--- config.mk ---
export PLATFORM = sky130hd
export DESIGN_NAME = cmdq_ctrl
export DESIGN_NICKNAME = d
export VERILOG_FILES = /design/src/rtl/cmdq_pkg.sv /design/src/rtl/cmdq_table.sv /design/src/rtl/cmdq_queue.sv /design/src/rtl/cmdq_seq.sv /design/src/rtl/cmdq_ctrl.sv
export SDC_FILE = /design/constraint.sdc
export NUM_CORES = 1
export LEC_CHECK = 0
export ABC_AREA = 1
export BUFFER_PORTS_ARGS = -buffer_cell sky130_fd_sc_hd__buf_2
export CELL_PAD_IN_SITES_DETAIL_PLACEMENT = 1
export CELL_PAD_IN_SITES_GLOBAL_PLACEMENT = 2
export CORE_UTILIZATION = 45
export CTS_BUF_LIST = sky130_fd_sc_hd__clkbuf_4
export CTS_CLUSTER_SIZE = 30
export DETAILED_ROUTE_END_ITERATION = 10
export PLACE_DENSITY_LB_ADDON = 0.1
export SLEW_MARGIN = 25
export SYNTH_ARGS = -nofsm -noshare
export SYNTH_HDL_FRONTEND = slang
export SYNTH_SLANG_ARGS = --single-unit
--- constraint.sdc ---
create_clock -name clk -period 11.6 [get_ports clk]
set_clock_uncertainty 0.15 [all_clocks]
set_input_delay 2.32 -clock clk [delete_from_list [all_inputs] [get_ports clk]]
set_output_delay 2.32 -clock clk [all_outputs]
set_load 0.05 [all_outputs]
--- src/rtl/cmdq_pkg.sv ---
package cmdq_pkg;
   localparam int CHAN_W = 6;
   localparam int SAMP_W = 2;

   typedef struct packed {
      logic              hold;
      logic              byp;
      logic [SAMP_W-1:0] samp;
      logic [CHAN_W-1:0] chan;
   } cmd_t;

   localparam int CMD_W = $bits(cmd_t);

   typedef enum logic [1:0] {
      MODE_OFF  = 2'd0,
      MODE_ONCE = 2'd1,
      MODE_SCAN = 2'd2
   } mode_e;

   typedef enum logic {
      ST_IDLE = 1'b0,
      ST_CONV = 1'b1
   } seq_state_e;
endpackage

--- src/rtl/cmdq_table.sv ---
module cmdq_table
   import cmdq_pkg::*;
#(
   parameter int DEPTH = 64,
   localparam int IDX_W = $clog2(DEPTH)
) (
   input  logic             clk,
   input  logic             we,
   input  logic [IDX_W-1:0] waddr,
   input  cmd_t             wdata,
   input  logic [IDX_W-1:0] raddr,
   output cmd_t             rdata
);
   cmd_t mem [DEPTH];

   always_ff @(posedge clk) begin
      if (we) mem[waddr] <= wdata;
   end

   assign rdata = mem[raddr];
endmodule

--- src/rtl/cmdq_queue.sv ---
module cmdq_queue #(
   parameter int PTR_W = 7
) (
   input  logic             clk,
   input  logic             rst_n,
   input  logic             active,
   input  logic             trig,
   input  logic             clr,
   input  logic             adv,
   input  logic             rewind,
   output logic             pend,
   output logic [PTR_W-1:0] ofs
);
   always_ff @(posedge clk or negedge rst_n) begin
      if (!rst_n) begin
         pend <= 1'b0;
         ofs  <= '0;
      end else begin
         pend <= (pend & ~clr) | (trig & active);
         if (rewind)   ofs <= '0;
         else if (adv) ofs <= ofs + 1'b1;
      end
   end
endmodule

--- src/rtl/cmdq_seq.sv ---
module cmdq_seq
   import cmdq_pkg::*;
#(
   parameter int IDX_W = 6,
   parameter int PTR_W = 7,
   parameter int RES_W = 10,
   parameter logic [CHAN_W-1:0] END_CODE = '1
) (
   input  logic                  clk,
   input  logic                  rst_n,
   input  logic [1:0]            pend,
   input  logic [1:0]            active,
   input  logic [1:0]            rescan,
   input  logic [1:0][PTR_W-1:0] idx,
   input  logic [1:0][PTR_W-1:0] lim,
   output logic [IDX_W-1:0]      rd_addr,
   input  cmd_t                  rd_cmd,
   input  logic                  conv_eoc,
   input  logic [RES_W-1:0]      conv_result,
   output logic [1:0]            clr,
   output logic [1:0]            adv,
   output logic [1:0]            rewind,
   output logic                  conv_req,
   output logic [CHAN_W-1:0]     conv_chan,
   output logic [SAMP_W-1:0]     conv_samp,
   output logic                  conv_byp,
   output logic                  res_wr,
   output logic [IDX_W-1:0]      res_idx,
   output logic [RES_W-1:0]      res_val,
   output logic [1:0]            done,
   output logic [1:0]            pause
);
   seq_state_e       state;
   logic             cur_q;
   logic             cur_hold;
   logic [IDX_W-1:0] cur_idx;
   logic             sel_v;
   logic             sel;
   logic [PTR_W-1:0] sel_idx;
   logic             at_end;

   // queue 1 wins whenever it is pending and enabled
   always_comb begin
      sel_v   = (pend[0] & active[0]) | (pend[1] & active[1]);
      sel     = ~(pend[0] & active[0]);
      sel_idx = idx[sel];
      rd_addr = sel_idx[IDX_W-1:0];
      at_end  = (sel_idx >= lim[sel]) || (rd_cmd.chan == END_CODE);
   end

   always_comb begin
      clr    = '0;
      adv    = '0;
      rewind = '0;
      if (state == ST_IDLE && sel_v && at_end) begin
         rewind[sel] = 1'b1;
         clr[sel]    = ~rescan[sel];
      end
      if (state == ST_CONV && conv_eoc) begin
         adv[cur_q] = 1'b1;
         clr[cur_q] = cur_hold;
      end
   end

   always_ff @(posedge clk or negedge rst_n) begin
      if (!rst_n) begin
         state     <= ST_IDLE;
         cur_q     <= 1'b0;
         cur_hold  <= 1'b0;
         cur_idx   <= '0;
         conv_req  <= 1'b0;
         conv_chan <= '0;
         conv_samp <= '0;
         conv_byp  <= 1'b0;
         res_wr    <= 1'b0;
         res_idx   <= '0;
         res_val   <= '0;
         done      <= '0;
         pause     <= '0;
      end else begin
         conv_req <= 1'b0;
         res_wr   <= 1'b0;
         done     <= '0;
         pause    <= '0;
         case (state)
            ST_IDLE: begin
               if (sel_v) begin
                  if (at_end) begin
                     done[sel] <= 1'b1;
                  end else begin
                     conv_req  <= 1'b1;
                     conv_chan <= rd_cmd.chan;
                     conv_samp <= rd_cmd.samp;
                     conv_byp  <= rd_cmd.byp;
                     cur_q     <= sel;
                     cur_idx   <= rd_addr;
                     cur_hold  <= rd_cmd.hold;
                     state     <= ST_CONV;
                  end
               end
            end
            ST_CONV: begin
               if (conv_eoc) begin
                  res_wr       <= 1'b1;
                  res_idx      <= cur_idx;
                  res_val      <= conv_result;
                  pause[cur_q] <= cur_hold;
                  state        <= ST_IDLE;
               end
            end
            default: state <= ST_IDLE;
         endcase
      end
   end
endmodule

--- src/rtl/cmdq_ctrl.sv ---
module cmdq_ctrl
   import cmdq_pkg::*;
#(
   parameter int DEPTH = 64,
   parameter int RES_W = 10,
   localparam int IDX_W = $clog2(DEPTH),
   localparam int PTR_W = IDX_W + 1
) (
   input  logic              clk,
   input  logic              rst_n,
   input  logic              cmd_we,
   input  logic [IDX_W-1:0]  cmd_addr,
   input  logic [CMD_W-1:0]  cmd_data,
   input  logic [1:0]        q1_mode,
   input  logic [1:0]        q2_mode,
   input  logic [IDX_W-1:0]  q2_base,
   input  logic              q1_trig,
   input  logic              q2_trig,
   output logic              conv_req,
   output logic [CHAN_W-1:0] conv_chan,
   output logic [SAMP_W-1:0] conv_samp,
   output logic              conv_byp,
   input  logic              conv_eoc,
   input  logic [RES_W-1:0]  conv_result,
   output logic              res_wr,
   output logic [IDX_W-1:0]  res_idx,
   output logic [RES_W-1:0]  res_val,
   output logic              q1_pause,
   output logic              q1_done,
   output logic              q2_pause,
   output logic              q2_done
);
   localparam logic [CHAN_W-1:0] END_CODE = '1;

   generate
      if (DEPTH < 4 || (1 << IDX_W) != DEPTH) begin : g_bad_depth
         $error("cmdq_ctrl: DEPTH must be a power of two of at least 4");
      end
      if (RES_W < 1) begin : g_bad_res
         $error("cmdq_ctrl: RES_W must be positive");
      end
   endgenerate

   logic [1:0]            pend, active, rescan, trig;
   logic [1:0]            clr, adv, rewind, done, pause;
   logic [1:0][PTR_W-1:0] ofs, idx, lim;
   logic [1:0][1:0]       mode;
   logic [IDX_W-1:0]      rd_addr;
   cmd_t                  rd_cmd;

   assign mode = {q2_mode, q1_mode};
   assign trig = {q2_trig, q1_trig};
   assign idx[0] = ofs[0];
   assign idx[1] = {1'b0, q2_base} + ofs[1];
   assign lim[0] = {1'b0, q2_base};
   assign lim[1] = PTR_W'(DEPTH);

   cmdq_table #(.DEPTH(DEPTH)) u_table (
      .clk   (clk),
      .we    (cmd_we),
      .waddr (cmd_addr),
      .wdata (cmd_t'(cmd_data)),
      .raddr (rd_addr),
      .rdata (rd_cmd)
   );

   for (genvar q = 0; q < 2; q++) begin : g_queue
      assign active[q] = (mode[q] != MODE_OFF);
      assign rescan[q] = (mode[q] == MODE_SCAN);
      cmdq_queue #(.PTR_W(PTR_W)) u_queue (
         .clk    (clk),
         .rst_n  (rst_n),
         .active (active[q]),
         .trig   (trig[q]),
         .clr    (clr[q]),
         .adv    (adv[q]),
         .rewind (rewind[q]),
         .pend   (pend[q]),
         .ofs    (ofs[q])
      );
   end

   cmdq_seq #(
      .IDX_W    (IDX_W),
      .PTR_W    (PTR_W),
      .RES_W    (RES_W),
      .END_CODE (END_CODE)
   ) u_seq (
      .clk         (clk),
      .rst_n       (rst_n),
      .pend        (pend),
      .active      (active),
      .rescan      (rescan),
      .idx         (idx),
      .lim         (lim),
      .rd_addr     (rd_addr),
      .rd_cmd      (rd_cmd),
      .conv_eoc    (conv_eoc),
      .conv_result (conv_result),
      .clr         (clr),
      .adv         (adv),
      .rewind      (rewind),
      .conv_req    (conv_req),
      .conv_chan   (conv_chan),
      .conv_samp   (conv_samp),
      .conv_byp    (conv_byp),
      .res_wr      (res_wr),
      .res_idx     (res_idx),
      .res_val     (res_val),
      .done        (done),
      .pause       (pause)
   );

   assign q1_done  = done[0];
   assign q2_done  = done[1];
   assign q1_pause = pause[0];
   assign q2_pause = pause[1];
endmodule

* Yosys cells after proc, flatten, opt, wreduce, memory -nomap -nowiden *
Memories as Yosys holds them, arrays and structs flattened.
Index checks and enable logic that the tools add are counted.

word-level totals
  bits in writable memories = 640
  word-level logic and storage cells = 91
  output and inout port bits = 31
  memories = 1
  input port bits = 42
  register bits = 56

memory list
  name         words  bits a word  rd ports  clocked after Yosys merged registers in  wr ports  line              text
  u_table.mem  64     10           1         0                                        1         cmdq_table.sv:14  cmd_t mem [DEPTH];

operators by class
  reduce and logical (&&, ||, !) cells = 12
  mux-type cells = 33
  order comparisons = 5
  add/subtract/negate cells = 3
  bitwise gates (word level) = 17
  eq/ne operators = 3

operators with widths
  operator               count
  $mux W7                8
  $mux W2                9
  $add A7 B1 Y7 const B  2
  $mux W1                12
  $reduce_bool A2 Y1     4
  $add A6 B7 Y7          1
  $ge A7 B7 Y1           1
  $and A1 B1 Y1          6
  $eq A6 B6 Y1 const B   1
  $not A1 Y1             6
  $logic_and A1 B1 Y1    5
  $and A2 B2 Y2          2
  $eq A2 B2 Y1 const B   2
  $lt A1 B2 Y1 const B   2
  $or A1 B1 Y1           3
  $reduce_and A3 Y1      1
  $bwmux W2              1
  $demux W1 S1           2
  $ge A1 B1 Y1 const B   2
  $pmux W1 S2            1
  $reduce_and A2 Y1      1
  $logic_or A1 B1 Y1     1

* Longest topological paths before layout *
An unclocked memory read counts as a cell.

  depth in word-level cells = 15
  gate-level depth with buffers = 21

* Cells and area by module *
From an unflattened synthesis, not the netlist that was laid out.

second synthesis, totals
  cell total of the unflattened synthesis = 2,633
  area, all modules = 29,400.7 µm²

modules (own cells, without submodules)
  module      area each (µm²)  cells an instance  times used
  cmdq_table  26,236.4         2,223              1
  cmdq_seq    1,978.1          244                1
  cmdq_queue  436.7            55                 2
  cmdq_ctrl   312.8            56                 1

* Worst setup path after synthesis *
Ideal clock, no wire load.

  path kind = input to register
  from = input port q2_base[0]
  to = register u_seq.conv_chan[0]
  library setup time = 0.122 ns
  arrival time = 5.316 ns
  buffers on the path = 5
  setup slack = 6.012 ns
  stages = 20
  data required time = 11.328 ns
  cells stage by stage = ha_1 > fa_1 > nand2_1 > o21ai_2 > buf_4 > buf_2 > buf_2 > buf_2 > ha_1 > a21boi_0 > o21a_1 > o21ai_0 > nand3b_1 > o21ai_0 > a21oi_1 > a21oi_1 > nand3_2 > buf_2 > nand2_1 > o21ai_1

between the ends
  word-level cells in the longest chain between the ends = 8
  elaborated cells between the ends (all ways) = 11

RTL lines
  element                                       line             text
  start: declaration                            cmdq_ctrl.sv:16  input logic [IDX_W-1:0] q2_base,
  $add A6 B7 Y7 *                               cmdq_ctrl.sv:54  assign idx[1] = {1'b0, q2_base} + ofs[1];
  $mux W7 (implied by the code) * (2 in a row)  cmdq_seq.sv:46   sel_idx = idx[sel];
  via rd_addr[1]                                cmdq_ctrl.sv:48  logic [IDX_W-1:0] rd_addr;
  $mem_v2 Z64 W10                               --
  $eq A6 B6 Y1                                  cmdq_seq.sv:48   at_end = (sel_idx >= lim[sel]) || (rd_cmd.chan == END_CODE);
  $logic_or A1 B1 Y1                            cmdq_seq.sv:48
  $not A1 Y1 (no line)                          --
  $reduce_and A3 Y1 (no line)                   --
  end signal: assignment                        cmdq_seq.sv:92   conv_chan <= rd_cmd.chan;
  end: declaration                              cmdq_seq.sv:24   output logic [CHAN_W-1:0] conv_chan,

Mark *: on every way through the listed nets, which the timed path passes. The rest lies on a longest branch. The select of a mux whose other input is x is not followed.
A chain may end at the register's enable or synchronous reset.

* Worst setup path after layout *
  from = input port q1_mode[0]
  to = register u_seq.conv_byp

between the ends
  word-level cells in the longest chain between the ends = 9
  elaborated cells between the ends (all ways) = 13

RTL lines
  element                                     line                            text
  start: declaration                          cmdq_ctrl.sv:14                 input logic [1:0] q1_mode,
  $reduce_bool A2 Y1 *                        cmdq_ctrl.sv:68                 assign active[q] = (mode[q] != MODE_OFF);
  $and A1 B1 Y1 *                             cmdq_seq.sv:44, cmdq_seq.sv:45
  $mux W7 (implied by the code) (2 in a row)  cmdq_seq.sv:46
  $mem_v2 Z64 W10                             --
  $eq A6 B6 Y1                                cmdq_seq.sv:48
  $logic_or A1 B1 Y1                          cmdq_seq.sv:48
  $not A1 Y1 (no line)                        --
  $reduce_and A3 Y1 (no line)                 --
  end signal: assignment                      cmdq_seq.sv:94                  conv_byp <= rd_cmd.byp;
  end: declaration                            cmdq_seq.sv:26                  output logic conv_byp,

Mark *: on every way between the ends. The rest lies on a longest branch, timed or not. The select of a mux whose other input is x is not followed.

==> results.cfg <==
[status]
outcome = completed

[yosys]
synth_fa_ha_area_frac = 0.00594
synthesis.instances = 2415
synth_seq_cells = 696
yosys_warnings = 0
yosysUniqueCellTypes = 36
syn-cell-area_um2 = 28700
synth_area_leaders = edfxtp_1 67%, nand3_1 7.7%, nand2_1 6.7%
synth_top_area_frac = 0.671
synth_nets = 2470
muxShareOfSynthArea = 0
synth_xor_area_frac = 0.00458
synth-simple-area-share = 0.178
syn_area_per_cell_um2 = 11.9
synth_compound_area_frac = 0.0516
yosysSeqAreaShare = 0.719
synth_top_cell_by_area = edfxtp_1
synth_top_family_by_area = simple AND/OR/NAND/NOR gates

[placed_design]
gp_congestion = 0.782
place_area_um2 = 29800
hpwl_um = 46900
io_buffers = 72

[route]
via_per_inst = 5.55
vias = 19709
drt_iter0_drc = 1271
ant_nets = 0
drt-pass1-iter-count = 5
wirelength_um = 83200
drc = 0
wl_per_cell_um = 23.4

[setup_path]
worst-setup-path-type = input port to flip-flop
cp_slowest_cell = buf_4
cp.arrival_ns = 7.51
cp_max_fo = 93
crit_path_start_kind = input port
crit_required_ns = 12.33
cpMostUsedCell = nand3_1
crit_chain = buf_2 > o21ai_4 > nand2_1 > nand2_8 > buf_4 > nand2_1 > nand3_1 > nand3_1 > nand3_1 > nand3_1 > nand3_1 > nand2_1 > nor2_1 > nand3_1 > nand3_2 > inv_1 > nand2_1 > nand2_1
crit_path_end_kind = flip-flop
cpPeakStageDelay_ns = 0.89

[clock_tree]
clock-sinks = 696
cts-root-buf = clkbuf_4
post_cts_resized = 0
clock_latency_ns = 1.03
post_cts_buffers = 0
cts_hold_buf = 0
htreeDepth = 4
clk_pin_slew_ns = 0.06
cts_buffers = 182
cts_tree = done
clockBufferDepth = 3

[power_and_ir_drop]
power_density_nw_per_um2 = 252
ir_worst_vdd_v = 0.000209
cellLeakagePower_nw = 11.8

[floorplan]
die_w_um = 254
rows = 92
dieArea_um2 = 64700
pin_count = 73
core_area_um2 = 63000
initial_core_util = 0.455
die_y_um = 254

[final_layout]
drive_above_1_share = 0.171
final_cell_mix = 640 x edfxtp_1, 513 x nand2_1, 442 x nand3_1
final_common_cell = edfxtp_1
fin_util = 0.513
final_nets = 2622
fin_area_um2 = 32300
syn2layout_area_growth_pct = 12.7

[timing]
worstMarginPinSlew_ns = 1.09
setup_violations = 0
min_period_ns = 6.78
fmax_ghz = 0.147
fin_crit_sh = 0.585
rsz0062_at_grt = false
hold_viol = 0
fin_tns_setup_ns = 0
hold_ws_ns = 0.324
slew_headroom = 0.268
slew_violations = 0

[grt]
grt_use_met3 = 0.0531
grt.total_usage = 0.262
gr-total-overflow = 0
grt_pass1_vias = 20160
gr-usage-met1 = 0.351
grt_pass1_wl_um = 125000
grt_max_degree = 164
grt_most_used_layer = met2
grtUsageMet2 = 0.427
antenna_found_initial = 4

[worst_hold_path]
min_path_type = flip-flop to flip-flop

[job]
max_cap_viol_count = 0
-- through the flow --
| step | setup slack (ns) | cells | power [mW] |
|---|---|---|---|
| 3_3_place_gp | 3.98 | 3228 | 5.93 |
| 4_1_cts | 4.92 | 3547 | 8.22 |
| 5_1_grt | 4.46 | 3549 | 8.61 |
| 3_5_place_dp | 3.81 | 3228 | 5.99 |
| 2_1_floorplan | 6.01 | 2415 | 4.98 |
| 6_report | 4.82 | 3550 | 8.13 |
-- registers in the layout, indices dropped and copies added, names as in the netlist --
signal and count:
g_queue.u_queue.ofs 14, g_queue.u_queue.pend 2, u_seq.conv_byp 1, u_seq.conv_chan 6, u_seq.conv_req 1, u_seq.conv_samp 2
u_seq.cur_hold 1, u_seq.cur_idx 6, u_seq.cur_q 1, u_seq.done 2, u_seq.pause 2, u_seq.res_idx 6
u_seq.res_val 10, u_seq.res_wr 1, u_seq.state 1, u_table.mem 640
-- Yosys cell counts --
library cell	n
a21oi_1	6
o21a_1	1
clkinv_1	1
o21ai_4	1
buf_1	1
nor3_1	6
o21ai_0	123
clkbuf_1	66
buf_6	4
o211ai_1	14
inv_1	111
nand2_2	3
inv_2	4
buf_2	45
xnor2_1	2
xor2_1	13
or2_1	1
a21boi_0	1
nor2_4	1
o22ai_1	15
edfxtp_1	640
ha_1	12
nor3b_1	1
o21ai_2	3
o221ai_1	50
nand4_1	9
nand3_1	442
nand3b_1	2
nor2_1	205
nand2_1	514
buf_4	27
o21ai_1	28
fa_1	1
nand3_2	2
dfrtp_1	56
nor4_1	4
-- critical path, delay by kind of cell --
kind | cells | cell delay, ns
AO/OA/AOI/OAI | 1 | 0.62
buffers and inverters | 3 | 1.24
AND/OR/NAND/NOR | 14 | 3.25
-- worst paths after layout --
path | cells after the start | slack (ns) | endpoint | start
worst max register to register | 19 | 6.07 | u_seq.conv_byp | g_queue[1].u_queue.ofs[0]
worst min-delay path | 2 | 0.32 | u_seq.res_idx[1] | u_seq.res_idx[1]
worst min register to register | 2 | 0.32 | u_seq.res_idx[1] | u_seq.res_idx[1]
worst max-delay path | 18 | 4.82 | u_seq.conv_byp | q1_mode[0]
max in group asynchronous | 2 | 9.42 | u_seq.conv_chan[2] | rst_n
min in group asynchronous | 2 | 1.30 | g_queue[0].u_queue.ofs[5] | rst_n
-- metal layers --
metal	vias up	wire, um	part of all wire
met5	-	28	0.00034
met4	4	1930	0.023
met3	124	4950	0.059
met2	577	40000	0.48
met1	9969	36300	0.44
li1	9035	-	-
-- where the power goes --
| part | internal (mW) | total (mW) | switching, mW |
|---|---|---|---|
| clock | 1.20 | 2.21 | 1.01 |
| combinational | 0.785 | 3.02 | 2.23 |
| sequential | 2.84 | 2.90 | 0.0652 |
| total | 4.82 | 8.13 | 3.31 |
-- cells by family after synthesis --
logic type	count (synthesis)
simple gates	1190
flops	696
buf+inv	259
compound gates	242
xor+xnor	15
fa+ha+maj	13
-- layout make-up --
class	count	area (um^2)
inverters	116	435
flip-flops and latches	696	20600
multi-input cells	1460	7070
clock inverters	39	302
diodes	2	5.00
repair buffers	111	711
well taps	846	1060
clock buffers	280	2100
fillers	6709	30700
Power figures use the tool's default switching activity.
